$ cat src/rtl/tap_pkg.sv
package tap_pkg;
  parameter int unsigned IR_W = 10;

  typedef enum logic [3:0] {
    ST_TLR, ST_RTI,
    ST_SEL_DR, ST_CAP_DR, ST_SH_DR, ST_EX1_DR, ST_PA_DR, ST_EX2_DR, ST_UPD_DR,
    ST_SEL_IR, ST_CAP_IR, ST_SH_IR, ST_EX1_IR, ST_PA_IR, ST_EX2_IR, ST_UPD_IR
  } tap_state_e;

  localparam logic [IR_W-1:0] OP_EXT    = 10'h00F;
  localparam logic [IR_W-1:0] OP_SAMPLE = 10'h005;
  localparam logic [IR_W-1:0] OP_BYPASS = 10'h3FF;
  localparam logic [IR_W-1:0] IR_CAPT   = 10'h155;
endpackage

$ cat src/rtl/tap_fsm.sv
module tap_fsm
  import tap_pkg::*;
(
  input  logic       tck,
  input  logic       trst_n,
  input  logic       tms,
  output tap_state_e state
);
  tap_state_e nxt;

  always_comb begin
    unique case (state)
      ST_TLR:    nxt = tms ? ST_TLR    : ST_RTI;
      ST_RTI:    nxt = tms ? ST_SEL_DR : ST_RTI;
      ST_SEL_DR: nxt = tms ? ST_SEL_IR : ST_CAP_DR;
      ST_CAP_DR: nxt = tms ? ST_EX1_DR : ST_SH_DR;
      ST_SH_DR:  nxt = tms ? ST_EX1_DR : ST_SH_DR;
      ST_EX1_DR: nxt = tms ? ST_UPD_DR : ST_PA_DR;
      ST_PA_DR:  nxt = tms ? ST_EX2_DR : ST_PA_DR;
      ST_EX2_DR: nxt = tms ? ST_UPD_DR : ST_SH_DR;
      ST_UPD_DR: nxt = tms ? ST_SEL_DR : ST_RTI;
      ST_SEL_IR: nxt = tms ? ST_TLR    : ST_CAP_IR;
      ST_CAP_IR: nxt = tms ? ST_EX1_IR : ST_SH_IR;
      ST_SH_IR:  nxt = tms ? ST_EX1_IR : ST_SH_IR;
      ST_EX1_IR: nxt = tms ? ST_UPD_IR : ST_PA_IR;
      ST_PA_IR:  nxt = tms ? ST_EX2_IR : ST_PA_IR;
      ST_EX2_IR: nxt = tms ? ST_UPD_IR : ST_SH_IR;
      ST_UPD_IR: nxt = tms ? ST_SEL_DR : ST_RTI;
      default:   nxt = ST_TLR;
    endcase
  end

  always_ff @(posedge tck or negedge trst_n) begin
    if (!trst_n) state <= ST_TLR;
    else         state <= nxt;
  end

  AST_TMS_HOLDS_RESET: assert property (@(posedge tck) disable iff (!trst_n)
    (state == ST_TLR && tms) |=> (state == ST_TLR));

  AST_CAPIR_TO_SHIFT: assert property (@(posedge tck) disable iff (!trst_n)
    (state == ST_CAP_IR && !tms) |=> (state == ST_SH_IR));
endmodule

$ cat src/rtl/tap_ir.sv
module tap_ir
  import tap_pkg::*;
(
  input  logic            tck,
  input  logic            trst_n,
  input  tap_state_e      state,
  input  logic            tdi,
  output logic [IR_W-1:0] ir,
  output logic            ir_so
);
  logic [IR_W-1:0] sr;

  always_ff @(posedge tck or negedge trst_n) begin
    if (!trst_n) sr <= IR_CAPT;
    else if (state == ST_CAP_IR) sr <= IR_CAPT;
    else if (state == ST_SH_IR)  sr <= {tdi, sr[IR_W-1:1]};
  end

  always_ff @(negedge tck or negedge trst_n) begin
    if (!trst_n)                 ir <= OP_BYPASS;
    else if (state == ST_TLR)    ir <= OP_BYPASS;
    else if (state == ST_UPD_IR) ir <= sr;
  end

  assign ir_so = sr[0];

  AST_IR_CAPTURE_PATTERN: assert property (@(posedge tck) disable iff (!trst_n)
    (state == ST_CAP_IR) |=> (sr == IR_CAPT));
endmodule

$ cat src/rtl/bscan_cell.sv
module bscan_cell (
  input  logic tck,
  input  logic trst_n,
  input  logic clr,
  input  logic cap_en,
  input  logic sh_en,
  input  logic upd_en,
  input  logic drive_test,
  input  logic si,
  output logic so,
  input  logic pad_in,
  input  logic core_out,
  input  logic core_oe,
  output logic pad_out,
  output logic pad_oe
);
  logic [1:0] sh;
  logic       upd_do;
  logic       upd_oe_n;

  always_ff @(posedge tck or negedge trst_n) begin
    if (!trst_n)     sh <= 2'b10;
    else if (cap_en) sh <= {~core_oe, pad_in};
    else if (sh_en)  sh <= {si, sh[1]};
  end

  always_ff @(negedge tck or negedge trst_n) begin
    if (!trst_n) begin
      upd_do   <= 1'b0;
      upd_oe_n <= 1'b1;
    end else if (clr) begin
      upd_do   <= 1'b0;
      upd_oe_n <= 1'b1;
    end else if (upd_en) begin
      upd_do   <= sh[0];
      upd_oe_n <= sh[1];
    end
  end

  assign so      = sh[0];
  assign pad_out = drive_test ? upd_do    : core_out;
  assign pad_oe  = drive_test ? ~upd_oe_n : core_oe;
endmodule

$ cat src/rtl/tap_bscan.sv
module tap_bscan
  import tap_pkg::*;
#(
  parameter int unsigned N_PINS = 4
) (
  input  logic              tck,
  input  logic              trst_n,
  input  logic              tms,
  input  logic              tdi,
  output logic              tdo,
  output logic              tdo_oe,
  input  logic              isp_busy,
  input  logic [N_PINS-1:0] core_out,
  input  logic [N_PINS-1:0] core_oe,
  output logic [N_PINS-1:0] core_in,
  input  logic [N_PINS-1:0] pad_in,
  output logic [N_PINS-1:0] pad_out,
  output logic [N_PINS-1:0] pad_oe
);
  tap_state_e      state;
  logic [IR_W-1:0] ir;
  logic            ir_so;
  logic            sel_bsr;
  logic            ext_on;
  logic            byp;
  logic [N_PINS:0] chain;

  tap_fsm u_fsm (.tck(tck), .trst_n(trst_n), .tms(tms), .state(state));

  tap_ir u_ir (.tck(tck), .trst_n(trst_n), .state(state), .tdi(tdi),
               .ir(ir), .ir_so(ir_so));

  assign sel_bsr = ((ir == OP_EXT) || (ir == OP_SAMPLE)) && !isp_busy;
  assign ext_on  = (ir == OP_EXT) && !isp_busy;

  always_ff @(posedge tck or negedge trst_n) begin
    if (!trst_n)                 byp <= 1'b0;
    else if (state == ST_CAP_DR) byp <= 1'b0;
    else if (state == ST_SH_DR)  byp <= tdi;
  end

  assign chain[N_PINS] = tdi;

  for (genvar i = 0; i < N_PINS; i++) begin : g_cell
    bscan_cell u_cell (
      .tck(tck), .trst_n(trst_n), .clr(state == ST_TLR),
      .cap_en(sel_bsr && state == ST_CAP_DR),
      .sh_en(sel_bsr && state == ST_SH_DR),
      .upd_en(sel_bsr && state == ST_UPD_DR),
      .drive_test(ext_on),
      .si(chain[i+1]), .so(chain[i]),
      .pad_in(pad_in[i]), .core_out(core_out[i]), .core_oe(core_oe[i]),
      .pad_out(pad_out[i]), .pad_oe(pad_oe[i])
    );
  end

  always_ff @(negedge tck or negedge trst_n) begin
    if (!trst_n) begin
      tdo    <= 1'b0;
      tdo_oe <= 1'b0;
    end else begin
      tdo_oe <= (state == ST_SH_IR) || (state == ST_SH_DR);
      if (state == ST_SH_IR)      tdo <= ir_so;
      else if (state == ST_SH_DR) tdo <= sel_bsr ? chain[0] : byp;
    end
  end

  assign core_in = pad_in;

  AST_OE_ONLY_SHIFT: assert property (@(posedge tck) disable iff (!trst_n)
    (state != ST_SH_IR && state != ST_SH_DR) |-> !tdo_oe);

  AST_TLR_RELEASES_PINS: assert property (@(posedge tck) disable iff (!trst_n)
    (state == ST_TLR) |-> (pad_oe == core_oe && pad_out == core_out));

  AST_BUSY_CORE_OWNS_PINS: assert property (@(posedge tck) disable iff (!trst_n)
    isp_busy |-> (pad_oe == core_oe && pad_out == core_out));

  AST_BYPASS_CAPTURES_ZERO: assert property (@(posedge tck) disable iff (!trst_n)
    (state == ST_CAP_DR) |=> !byp);
endmodule

$ cat config.mk
export PLATFORM = sky130hd
export DESIGN_NAME = tap_bscan
export DESIGN_NICKNAME = d
export VERILOG_FILES = /design/src/rtl/tap_pkg.sv /design/src/rtl/tap_fsm.sv /design/src/rtl/tap_ir.sv /design/src/rtl/bscan_cell.sv /design/src/rtl/tap_bscan.sv
export SDC_FILE = /design/constraint.sdc
export NUM_CORES = 1
export LEC_CHECK = 0
export CORE_ASPECT_RATIO = 0.6
export CORE_UTILIZATION = 50
export CTS_CLUSTER_SIZE = 40
export DETAILED_ROUTE_END_ITERATION = 16
export MAX_ROUTING_LAYER = met4
export PLACE_DENSITY_LB_ADDON = 0.25
export SETUP_SLACK_MARGIN = 0.02
export SLEW_MARGIN = 20
export SYNTH_ARGS = -nofsm -noshare
export SYNTH_HDL_FRONTEND = slang
export SYNTH_SLANG_ARGS = --single-unit
$ cat constraint.sdc
create_clock -name tck -period 2.55 [get_ports tck]
set_clock_uncertainty 0.2 [all_clocks]
set_input_delay 0.6375 -clock tck [delete_from_list [all_inputs] [get_ports tck]]
set_output_delay 0.6375 -clock tck [all_outputs]
set_load 0.01 [all_outputs]
==> flow_results.org <==
** Critical path
- Startpoint type of the worst setup path :: flop
- Setup Crit Path Kind :: reg -> out
- For this run, the slowest stage of the critical path takes 0.52 ns.
- Walking the worst path, the cells encountered are nor4b_4, nand3_2, buf_12, mux2_2, buf_6.
- Of all nets on the critical path, the largest fanout is 6.
- Req. time, crit path :: 1.71 ns
- Count of buffering cells on the critical path with inverters included :: 2
- The largest individual stage delay along the critical path comes from the cell sky130_fd_sc_hd__dfstp_2.
- Data arrival, critical path :: 3.12 ns
- Cell type group with the largest total delay on the critical path :: flip-flops
- Critical Path Sink Type :: output pin

** Drt
- In the final routed layout, each cell accounts on average for 18.7 um.
- In the routed design, unresolved DRC markers number 0.
- In this run, the number of DRC markers left after iteration 0 of detailed routing was 109.
- The routed layout has 2086 vias.
- First-pass iteration count of the detailed router :: 4
- Number of nets still failing antenna checks after routing :: 0
- Via density per instance :: 5.62
- The routed design has 6950 um of wire.

** Place
- Routability cong. :: 0.795
- Count of input and output buffers :: 30
- Estimated wirelength of the detail-placed design :: 3890 um

** Clock network
- Maximum root-to-sink buffer count :: 2
- The clock drives 43 sinks.
- CTS Hold Bufs :: 0
- The root buffer cell chosen for the clock tree is sky130_fd_sc_hd__clkbuf_8.
- The clock reaches the later pin of the worst-skew pair after 0.37 ns.
- Level count of the clock H-tree :: 2
- TritonCTS built the clock tree.
- Clock buffers created by TritonCTS :: 5
- After clock tree synthesis, the clock-pin slew on the worst setup and hold paths is 0.09 ns.

** Synth
- Most frequently used flop master after synthesis :: sky130_fd_sc_hd__dfstp_2
- Number of synthesized flops with an enable pin :: 0
- Cell types occupying the most area after synthesis :: sky130_fd_sc_hd__dfstp_2, sky130_fd_sc_hd__dfrtp_1, sky130_fd_sc_hd__dfrtn_1
- Post-synthesis instance area :: 2230 sq um
- Counting every instance in the synthesized netlist gives 226.
- sky130_fd_sc_hd__nor2_1 is the most common cell in the netlist.
- The biggest area contributor in the post-synthesis netlist is sky130_fd_sc_hd__dfstp_2.
- After synthesis, the share of flip-flops with an asynchronous set or reset is 100%.
- Number of distinct library cell variants in the gate-level netlist after synthesis :: 41
- Each instance of the synthesized netlist takes up on average 9.88 sq um.
- In the synthesized netlist, the cells that appear most often are sky130_fd_sc_hd__nor2_1, sky130_fd_sc_hd__dfstp_2, sky130_fd_sc_hd__nand2_1, sky130_fd_sc_hd__o21ai_0, sky130_fd_sc_hd__dfrtp_1.
- Yosys Warn Count :: 0
- Synth Net Count :: 243
- Share of synthesized area occupied by flip-flops and latches :: 49.5%
- After synthesis the netlist holds a flip-flop and latch count of 43.
- The share of synthesized area in the top cell type comes to 27.1%.

** STA
- Max-slew headroom :: 45.8%
- The final hold violation count was 0.
- Count of final max-slew check failures :: 0
- Worst-margin pin slew :: 0.802 ns
- Hold Worst Slack :: 0.0778 ns
- Setup repair after global routing could not meet its margin everywhere.
- Setup violations remaining at the end of the flow were counted as 39.
- Once routing completed, OpenROAD measured the worst setup slack at -1.40 ns.

** Global routing
- Entering global routing, the biggest net connects 35 pins.
- Across every metal layer, demand over resource in global routing totals 31.8%.
- The first global-routing pass estimated 10300 um of wire.
- For this run the aggregate overflow at the end of global routing stands at 0.
- The number of global-route vias before repair is 2024.
- Initial antenna violation count :: 0

** Pwr
- VDD sags by at most 0.659 mV.
- Overall power after layout :: 3290 uW
- For this design the ratio of total power to cell area is 950 nW/um^2.
- Summed over all cells, the static leakage comes to 0.00157 uW.

** Floorplanning
- Count of standard-cell rows :: 18
- 31 I/O pins were placed.
- Vertical die dimension :: 53.8 um
- Once the floorplan was initialized, standard cells occupied 53.3% of the core.
- From left edge to right edge, the die measures 88.3 um.
- The region available for standard cell placement spans 4190 sq um.
- Total die area :: 4750 sq um

** Final layout
- The area growth from synthesis to layout is 54.9%.
- NumNets Final :: 327
- Fill cell total of the finished layout :: 237
- Cells with a size suffix above 1 make up 53.4% of the layout.
- The number of antenna diodes in the final layout is 0.

** Job
- The tool flagged a number of max-cap violations equal to 0.

** Worst hold path
- Classification of the worst-slack hold path :: in -> async

** Status
- Status :: finished with violations
- Violations in the final reports :: negative setup slack
==> path summary, 6_finish.rpt <==
path	start	cells past startpoint	end	slack, ns
setup / recovery	u_ir.ir[2]	5	pad_out[1]	-1.40
hold / removal	trst_n	2	g_cell[2].u_cell.sh[0]	0.08
setup reg to reg	u_ir.ir[2]	7	g_cell[1].u_cell.sh[1]	-0.83
hold reg to reg	g_cell[3].u_cell.upd_oe_n	2	g_cell[3].u_cell.upd_oe_n	0.33
max in group asynchronous	trst_n	2	u_ir.ir[9]	0.59
min in group tck	g_cell[3].u_cell.upd_oe_n	2	g_cell[3].u_cell.upd_oe_n	0.33
==> power by group <==
part	switching [uW]	total, uW	internal [uW]
logic	722	1490	768
registers	214	1150	936
clock network	320	645	325
total	1260	3290	2030
==> timing repair <==
action | CTS | global route
gates cloned | 5 | 0
setup endpoints to repair | 38 | 40
resized for setup | 107 | 36
pin swaps | 8 | 13
setup buffers | 29 | 11
hold endpoints to repair | 0 | 0
==> per-layer routing <==
layer | wire, um | track usage (%) | part of all wire, % | vias up
li1 | - | - | - | 953
met4 | 125 | 8.87 | 1.8 | 0
met1 | 3070 | 42.0 | 44 | 1043
met2 | 3320 | 50.4 | 48 | 71
met5 | 0 | - | 0 | -
met3 | 435 | 6.60 | 6.3 | 19
==> cell type report <==
class | instances | area, sq um | share of cell area (%)
well taps | 60 | 75.1 | 2.17
clock buffers | 5 | 68.8 | 1.99
multi-input cells | 146 | 1180 | 34.0
clock inverters | 17 | 97.6 | 2.82
flip-flops and latches | 43 | 1110 | 32.1
inverters | 9 | 36.3 | 1.05
repair buffers | 91 | 896 | 25.9
==> state kept, by name, indices dropped and copies added, names as in the netlist <==
register,count
u_ir.sr,10
u_ir.ir,10
u_fsm.state,4
tdo_oe,1
g_cell.u_cell.upd_oe_n,4
byp,1
tdo,1
g_cell.u_cell.upd_do,4
g_cell.u_cell.sh,8
==> cells in the final DEF (no fill, tap or decap), types with 5 or more instances in the layout <==
| master | count |
|---|---|
| sky130_fd_sc_hd__nor2_1 | 10 |
| sky130_fd_sc_hd__dfrtn_1 | 6 |
| sky130_fd_sc_hd__mux2_2 | 7 |
| sky130_fd_sc_hd__clkdlybuf4s50_1 | 16 |
| sky130_fd_sc_hd__a21oi_2 | 9 |
| sky130_fd_sc_hd__buf_4 | 30 |
| sky130_fd_sc_hd__nor2_2 | 13 |
| sky130_fd_sc_hd__clkbuf_8 | 5 |
| sky130_fd_sc_hd__buf_2 | 6 |
| sky130_fd_sc_hd__o21ai_0 | 12 |
| sky130_fd_sc_hd__nor2b_1 | 5 |
| sky130_fd_sc_hd__o22ai_1 | 6 |
| sky130_fd_sc_hd__a2bb2oi_2 | 7 |
| sky130_fd_sc_hd__nand2_1 | 11 |
| sky130_fd_sc_hd__mux2i_1 | 5 |
| sky130_fd_sc_hd__dfrtp_1 | 10 |
| sky130_fd_sc_hd__inv_1 | 22 |
| sky130_fd_sc_hd__nand3_1 | 8 |
| sky130_fd_sc_hd__dfstp_2 | 23 |
| sky130_fd_sc_hd__buf_6 | 32 |
==> kinds of logic (layout without fill, tap and decap cells) <==
logic type                Yosys count  after routing  synth area share, %
xor gates and xnor gates            2              2                0.784
and+or+nand+nor                    73             73                 16.9
buffers and inverters              37            122                 8.91
AOI/OAI and AO/OA                  58             58                 17.7
DFF                                43             43                 49.5
muxes                              13             13                 6.27
==> through the flow <==
stage	cell area (sq um)	cells	setup WS (ns)	TNS [ns]	util [%]
floorplan	2380	226	-0.950	-19.02	-
global placement	2830	326	-1.33	-30.79	67.7
detailed placement	2830	326	-1.37	-32.50	67.7
CTS	3410	376	-1.40	-28.59	81.5
global route	3460	371	-1.48	-28.35	82.6
finish	3460	371	-1.40	-26.38	82.6
Power figures use the tool's default switching activity.
